--- src/rtl/cg_pkg.sv ---
package cg_pkg;

  // Next credit value for a counter whose ceiling is 'limit'.
  // Adding and taking in the same cycle cancel each other out.
  function automatic logic [31:0] next_credit(input logic [31:0] cur,
                                              input logic        add,
                                              input logic        take,
                                              input logic [31:0] limit);
    logic [31:0] res;
    res = cur;
    if (add && !take) begin
      if (cur != limit) res = cur + 32'd1;
    end else if (take && !add) begin
      if (cur != 32'd0) res = cur - 32'd1;
    end
    return res;
  endfunction

  // A transfer completes only when both sides agree and a credit exists.
  function automatic logic transfer_fires(input logic valid,
                                          input logic ready,
                                          input logic have_credit);
    return valid & ready & have_credit;
  endfunction

endpackage

--- src/rtl/cg_credit_counter.sv ---
module cg_credit_counter #(
  parameter int CNT_W = 8
) (
  input  logic             clk,
  input  logic             rst,
  input  logic             add_i,
  input  logic             take_i,
  output logic [CNT_W-1:0] count_o,
  output logic             nonzero_o,
  output logic             full_o
);
  localparam logic [CNT_W-1:0] LIMIT = '1;

  logic [CNT_W-1:0] cnt_q;
  logic [31:0]      cnt_next;

  always_comb begin
    cnt_next = cg_pkg::next_credit(32'(cnt_q), add_i, take_i, 32'(LIMIT));
  end

  always_ff @(posedge clk) begin
    if (rst) cnt_q <= '0;
    else     cnt_q <= cnt_next[CNT_W-1:0];
  end

  assign count_o   = cnt_q;
  assign nonzero_o = (cnt_q != '0);
  assign full_o    = (cnt_q == LIMIT);
endmodule

--- src/rtl/cg_handshake_gate.sv ---
module cg_handshake_gate #(
  parameter int DATA_W = 16
) (
  input  logic              enable_i,
  input  logic              up_valid_i,
  output logic              up_ready_o,
  input  logic [DATA_W-1:0] up_data_i,
  output logic              dn_valid_o,
  input  logic              dn_ready_i,
  output logic [DATA_W-1:0] dn_data_o,
  output logic              fire_o
);
  always_comb begin
    dn_valid_o = up_valid_i & enable_i;
    up_ready_o = dn_ready_i & enable_i;
    dn_data_o  = up_data_i;
    fire_o     = cg_pkg::transfer_fires(up_valid_i, dn_ready_i, enable_i);
  end
endmodule

--- src/rtl/credit_gate.sv ---
module credit_gate #(
  parameter int DATA_W = 16,
  parameter int CNT_W  = 8
) (
  input  logic              clk,
  input  logic              rst,
  input  logic              credit_in,
  input  logic              in_valid,
  output logic              in_ready,
  input  logic [DATA_W-1:0] in_data,
  output logic              out_valid,
  input  logic              out_ready,
  output logic [DATA_W-1:0] out_data,
  output logic [CNT_W-1:0]  credit_count
);
  // Named internal events, brought out for the checker.
  logic credit_avail;
  logic credit_full;
  logic xfer_fire;
  logic credit_add;

  assign credit_add = credit_in;

  cg_handshake_gate #(.DATA_W(DATA_W)) gate_i (
    .enable_i   (credit_avail),
    .up_valid_i (in_valid),
    .up_ready_o (in_ready),
    .up_data_i  (in_data),
    .dn_valid_o (out_valid),
    .dn_ready_i (out_ready),
    .dn_data_o  (out_data),
    .fire_o     (xfer_fire)
  );

  cg_credit_counter #(.CNT_W(CNT_W)) cnt_i (
    .clk       (clk),
    .rst       (rst),
    .add_i     (credit_add),
    .take_i    (xfer_fire),
    .count_o   (credit_count),
    .nonzero_o (credit_avail),
    .full_o    (credit_full)
  );
endmodule

--- config.mk ---
export PLATFORM = sky130hd
export DESIGN_NAME = credit_gate
export DESIGN_NICKNAME = d
export VERILOG_FILES = /design/src/rtl/cg_pkg.sv /design/src/rtl/cg_credit_counter.sv /design/src/rtl/cg_handshake_gate.sv /design/src/rtl/credit_gate.sv
export SDC_FILE = /design/constraint.sdc
export NUM_CORES = 1
export LEC_CHECK = 0
export BUFFER_PORTS_ARGS = -buffer_cell sky130_fd_sc_hd__clkbuf_2
export CAP_MARGIN = 5
export CORE_ASPECT_RATIO = 1.2
export CORE_MARGIN = 1
export CORE_UTILIZATION = 48
export DETAILED_ROUTE_END_ITERATION = 10
export PLACE_DENSITY = 0.93
export SETUP_SLACK_MARGIN = 0.05
export SYNTH_ARGS = -nofsm -noshare
export SYNTH_HDL_FRONTEND = slang
export SYNTH_HIERARCHICAL = 1
export SYNTH_SLANG_ARGS = --single-unit
--- constraint.sdc ---
create_clock -name clk -period 7.45 [get_ports clk]
set_input_delay 0 -clock clk [delete_from_list [all_inputs] [get_ports clk]]
set_output_delay 0 -clock clk [all_outputs]
set_load 0.01 [all_outputs]
==> metrics.md, run 1 <==
| Metric | Value |
|---|---|
| Status | `finished clean` |
| Crit path max-delay family | `simple AND/OR/NAND/NOR gates` |
| Max IR drop VDD | `0.131 mV` |
| First-pass GRT wire length | `3190 um` |
| H-tree depth | `1` |
| Final HPWL DP | `1560 um` |
| Yosys warnings | `6` |
| Multi-input gate area | `596 sq um` |
| Fin crit share | `40.0%` |
| Die Y | `49.2 um` |
| Initial Util | `53.0%` |
| Max Fclk | `0.336 GHz` |
| DR vias/cell | `6.93` |
| Synthesis-to-layout area growth | `-0.983%` |
| CP max-delay cell | `or4_1` |
| Crit. End Element | `register` |
| Vias in the first global route | `734` |
| Gr usage total | `22.1%` |
| Final Hold Viols | `0` |
| Chip width | `41.3 um` |
| Post-CTS resize count | `0` |
| MaxCap Viol Count | `0` |
| Initial drt markers | `33` |
| PD cells | `335 nW/um^2` |
| Nets@finish | `135` |
| Gate Count Post-Synth | `105` |
| LEAKAGE | `0.364 nW` |
| Fillers | `166` |
| Clock transition at the registers of the reported paths | `0.05 ns` |
| Standard-cell rows | `16` |
| Cts bufs inserted | `3` |
| Setup Skew | `0.00613 ns` |
| RSZ-0062 raised after global routing | `no` |
| Antenna Cells | `0` |
| Mapped Nets | `133` |
| Port Buffers | `14` |
| Antenna Nets Post-Route | `0` |
| Max clock buf depth | `2` |
| Gr ovfl total | `0` |
| Clock sink count | `8` |
| Core area | `1680 sq um` |
| Worst setup SP type | `register` |
| Die area | `2030 sq um` |
| First-pass iteration count of the detailed router | `4` |
| CP Cell Sequence | `nor4_4 -> nand2_1 -> and3_1 -> nand2b_1 -> ha_1 -> a211oi_1 -> nor3_1 -> or4_1 -> nand4_1` |
| Residual DRC count | `0` |
| Final setup vio count | `0` |
| Clk Latency, worst-skew pair | `0.25 ns` |
| Hold Buf Count CTS | `0` |
| Critical path required time | `7.63 ns` |
| Slew margin rel. | `64.2%` |
| Pin slew with the least headroom to its limit | `0.531 ns` |
| Syn avg cell area | `8.48 sq um` |
| Final setup TNS | `0 ns` |
| Wirelength, routed | `2060 um` |
| I/O pin count | `47` |
| CTS tree | `built` |
| Worst Hold Class | `primary input to output pin` |
| CP arrival | `3.16 ns` |
| RD Place Congestion | `0.904` |
| Synthesized area | `891 sq um` |
| WL/cell | `16.8 um` |
| Final min period | `2.98 ns` |
| Worst path max stage delay | `0.53 ns` |
| CP Max Fanout | `9` |
| Final Max Slew Viols | `0` |
| Hold Worst Slack | `0.00000444 ns` |
| Max reg flops | `8` |
| Fraction of layout cells with a size suffix above 1 | `23.8%` |
| Sequential cell area | `160 sq um` |
| Buffers and inverters on the worst path | `0` |
| Root buffer cell | `clkbuf_4` |
| Initial antenna violation count | `0` |
| Critical path class | `register to register` |
| Setup bufs post-CTS | `0` |
| Routed via count | `853` |
| Pin count of the biggest net entering global routing | `10` |
path summary, 6_finish.rpt:
path,slack [ns],cells after the start,endpoint,startpoint
min reg2reg,0.56,2,cnt_i/count_o[4]$_SDFFE_PP0P_,cnt_i/count_o[4]$_SDFFE_PP0P_
max reg2reg,4.47,9,cnt_i/count_o[7]$_SDFFE_PP0P_,cnt_i/count_o[0]$_SDFFE_PP0P_
min,0.000004,0,out_data[6],in_data[6]
max,4.47,9,cnt_i/count_o[7]$_SDFFE_PP0P_,cnt_i/count_o[0]$_SDFFE_PP0P_
through the flow:
stage / total power [mW] / cell area [sq um] / setup WS, ns / cells / util [%]
floorplan: 0.221 / 891 / 4.78 / 105 / -
global placement: 0.252 / 860 / 4.65 / 120 / 51.1
detailed placement: 0.260 / 860 / 4.55 / 120 / 51.1
CTS: 0.294 / 882 / 4.53 / 123 / 52.5
global route: 0.325 / 882 / 4.22 / 123 / 52.5
finish: 0.295 / 882 / 4.47 / 123 / 52.5
placed cells by master, fill, tap and decap left out, types with 3 or more instances in the layout:
| cell | count |
|---|---|
| nand3_1 | 6 |
| a211oi_1 | 3 |
| nor3b_1 | 3 |
| clkbuf_2 | 14 |
| nand4_1 | 3 |
| o21ai_0 | 5 |
| inv_1 | 3 |
| dfxtp_1 | 8 |
| ha_1 | 6 |
| a21oi_1 | 7 |
| clkbuf_4 | 3 |
| nor3_1 | 5 |
| nand2_1 | 3 |
layer usage:
layer	vias to the layer above	part of all wire [%]	track usage [%]
li1	400	-	-
met1	403	41	27.1
met2	46	51	34.9
met3	4	7.2	5.48
met4	0	0.44	9.14
met5	-	0	0
cell type report:
cell class	count	area share [%]
Clock buffer	3	2.55
Timing Repair Buffer	14	7.94
Inverter	3	1.28
Multi-Input combinational cell	77	67.5
Tap cell	18	2.55
Sequential cell	8	18.2
power by group:
part	leakage, nW	switching (mW)	internal, mW
logic	0.284	0.0980	0.0828
registers	0.0661	0.0267	0.0553
clock network	0.0138	0.0139	0.0184
total	0.364	0.139	0.156
Note: power is estimated with default switching activity, not from simulation.
==> run 2, diff against run 1 <==
Settings changed: CORE_UTILIZATION 48 to 44, PLACE_DENSITY 0.93 to 0.87.
Clock period 7.45 ns to 2.75 ns, I/O delays scaled along.
==> run 2 against run 1 <==
Effect of this change:
- setup slack worse by 4.3 ns
- sequential share of layout area down 3.7 points
- critical path depth unchanged
- sequential cell count unchanged
- critical endpoint is now cnt_i/count_o[6]$_SDFFE_PP0P_
- clock power rose to 2.7 times the previous value
- total power rose to 3.5 times the previous value
- global-route usage down 0.085 points
- maximum frequency up 14%
==> metrics.md, run 2 (synthesized netlist as in run 1, its figures left out) <==
| Metric | Value |
|---|---|
| Clk Latency, worst-skew pair | `0.25 ns (about the same)` |
| Final min period | `2.62 ns (-0.362 ns)` |
| Port Buffers | `14 (unchanged)` |
| Met1 usage | `24.5% (-2.5 points)` |
| Worst setup margin | `0.133 ns (-4.34 ns)` |
| Pin count of the biggest net entering global routing | `10 (unchanged)` |
| DR vias/cell | `6.96 (+0.41%)` |
| Met2 usage | `39.6% (+4.8 points)` |
| CP Max Fanout | `8 (-1)` |
| Nets@finish | `148 (+9.6%)` |
| Critical path required time | `2.94 ns (-4.69 ns)` |
| Worst setup SP type | `register` |
| Initial antenna violation count | `0 (unchanged)` |
| Max reg flops | `8 (unchanged)` |
| Status | `finished clean` |
| MaxCap Viol Count | `0 (unchanged)` |
| Final HPWL DP | `1720 um (+10%)` |
| Core area | `1870 sq um (+11%)` |
| Max IR drop VDD | `0.351 mV (+170%)` |
| H-tree depth | `1 (unchanged)` |
| RD Place Congestion | `0.924 (+2.2%)` |
| CP arrival | `2.81 ns (-0.35 ns)` |
| Critical path class | `register to register` |
| Crit. End Element | `register` |
| GR Util met3 | `3.89% (-1.6 points)` |
| Antenna Nets Post-Route | `0 (unchanged)` |
| Clock sink count | `8 (unchanged)` |
| I/O pin count | `47 (unchanged)` |
| Root buffer cell | `clkbuf_4` |
| Final Hold Viols | `0 (unchanged)` |
| Gr ovfl total | `0 (unchanged)` |
| Initial drt markers | `45 (+36%)` |
| Slew margin rel. | `73.6% (+9.4 points)` |
| Initial Util | `47.6% (-5.4 points)` |
| Chip width | `43.1 um (+4.2%)` |
| Die area | `2210 sq um (+8.7%)` |
| Max Fclk | `0.382 GHz (+14%)` |
| Final Cell Area | `1110 sq um (+26%)` |
| Residual DRC count | `0 (unchanged)` |
| Gr usage total | `22.0% (-0.085 points)` |
| Die Y | `51.3 um (+4.3%)` |
| First-pass GRT wire length | `3760 um (+18%)` |
| LEAKAGE | `0.438 nW (+20%)` |
| Fin crit share | `95.2% (+55 points)` |
| Most frequent cells in the layout | `clkbuf_2 (14), buf_4 (13), dfxtp_1 (8)` |
| WL/cell | `19.0 um (+13%)` |
| Placed cell areas | `943 sq um (+9.8%)` |
| Pin slew with the least headroom to its limit | `0.395 ns (-0.136 ns)` |
| Fraction of layout cells with a size suffix above 1 | `44.9% (+21 points)` |
| Antenna Cells | `0 (unchanged)` |
| Worst Hold Class | `primary input to output pin` |
| Fillers | `158 (-4.8%)` |
| Wirelength, routed | `2600 um (+26%)` |
| Post-layout util | `59.2% (+6.8 points)` |
| Busiest grt layer | `met2` |
| Hold Worst Slack | `0.00000390 ns (-0.000000538 ns)` |
| Synthesis-to-layout area growth | `24.4%` |
| Commonest non-fill, non-tap cell in the layout | `clkbuf_2` |
| Final setup vio count | `0 (unchanged)` |
| Vias in the first global route | `854 (+16%)` |
| PD cells | `944 nW/um^2 (+180%)` |
| Standard-cell rows | `17 (+1)` |
| Place WS | `-0.105 ns (-4.65 ns)` |
| CTS tree | `built` |
| Routed via count | `954 (+12%)` |
| Cts bufs inserted | `3 (unchanged)` |
| First-pass iteration count of the detailed router | `4 (unchanged)` |
| Final Max Slew Viols | `0 (unchanged)` |
| Clock transition at the registers of the reported paths | `0.06 ns (about the same)` |
| Setup Skew | `0.0101 ns (+0.00396 ns)` |
| Max clock buf depth | `2 (unchanged)` |
==> run 2: changes by cell type in the layout (fill, tap and decap cells not counted), moves of 2 or more <==
cell / delta
buf_4: +13
ha_1: -6
ha_4: +5
a211oi_1: -3
a211oi_2: +3
o21ai_0: -2
==> run 2: final timing paths <==
path / start / end / slack [ns] / cells after the start
worst max register to register: cnt_i/count_o[2]$_SDFFE_PP0P_ / cnt_i/count_o[6]$_SDFFE_PP0P_ / 0.13 / 9
worst min register to register: cnt_i/count_o[6]$_SDFFE_PP0P_ / cnt_i/count_o[6]$_SDFFE_PP0P_ / 0.57 / 2
worst min-delay path: in_data[14] / out_data[14] / 0.000004 / 0
worst max-delay path: cnt_i/count_o[2]$_SDFFE_PP0P_ / cnt_i/count_o[6]$_SDFFE_PP0P_ / 0.13 / 9
==> run 2: final cells by class <==
class                      instances  area (sq um)  share of cell area, %
tap                               19          23.8                   2.14
timing repair buffer              27           168                   15.1
sequential                         8           160                   14.4
inverter                           3          11.3                   1.02
clock buffer                       3          22.5                   2.03
multi-input combinational         77           723                   65.2
==> run 2: metal layers <==
metal | share of wire, % | vias up
met5 | 0 | -
met4 | 4.3 | 0
met3 | 8.1 | 16
met2 | 49 | 66
met1 | 38 | 449
li1 | - | 423
==> run 2: metrics by stage <==
stage	TNS [ns]	std cells	power (mW)
4_1_cts	0	135	0.897
3_5_place_dp	-0.191	132	0.781
2_1_floorplan	0	105	0.598
3_3_place_gp	0	132	0.759
5_1_grt	-0.0123	137	1.12
6_report	0	137	1.05
==> run 2: power breakdown <==
group	internal, mW	leakage (nW)	switching, mW
Combinational	0.375	0.358	0.395
Clock	0.0499	0.0138	0.0389
Sequential	0.150	0.0661	0.0374
Total	0.574	0.438	0.472
==> run 2: critical path, stage by stage (launching register included) <==
cell,delay (ns)
dfxtp_1,0.33
nor4_4,0.36
nand2_1,0.13
and3_4,0.17
nand2b_4,0.23
fa_1,0.48
a211oi_2,0.33
o21ai_0,0.17
a32o_1,0.23
a21oi_1,0.13
==> run 2: timing repair <==
action / 4_1_cts / 5_1_grt
hold buffers: 0 / 0
pin swaps: 0 / 5
setup endpoints to repair: 3 / 4
buffers inserted: 0 / 2
gates resized for setup: 6 / 16
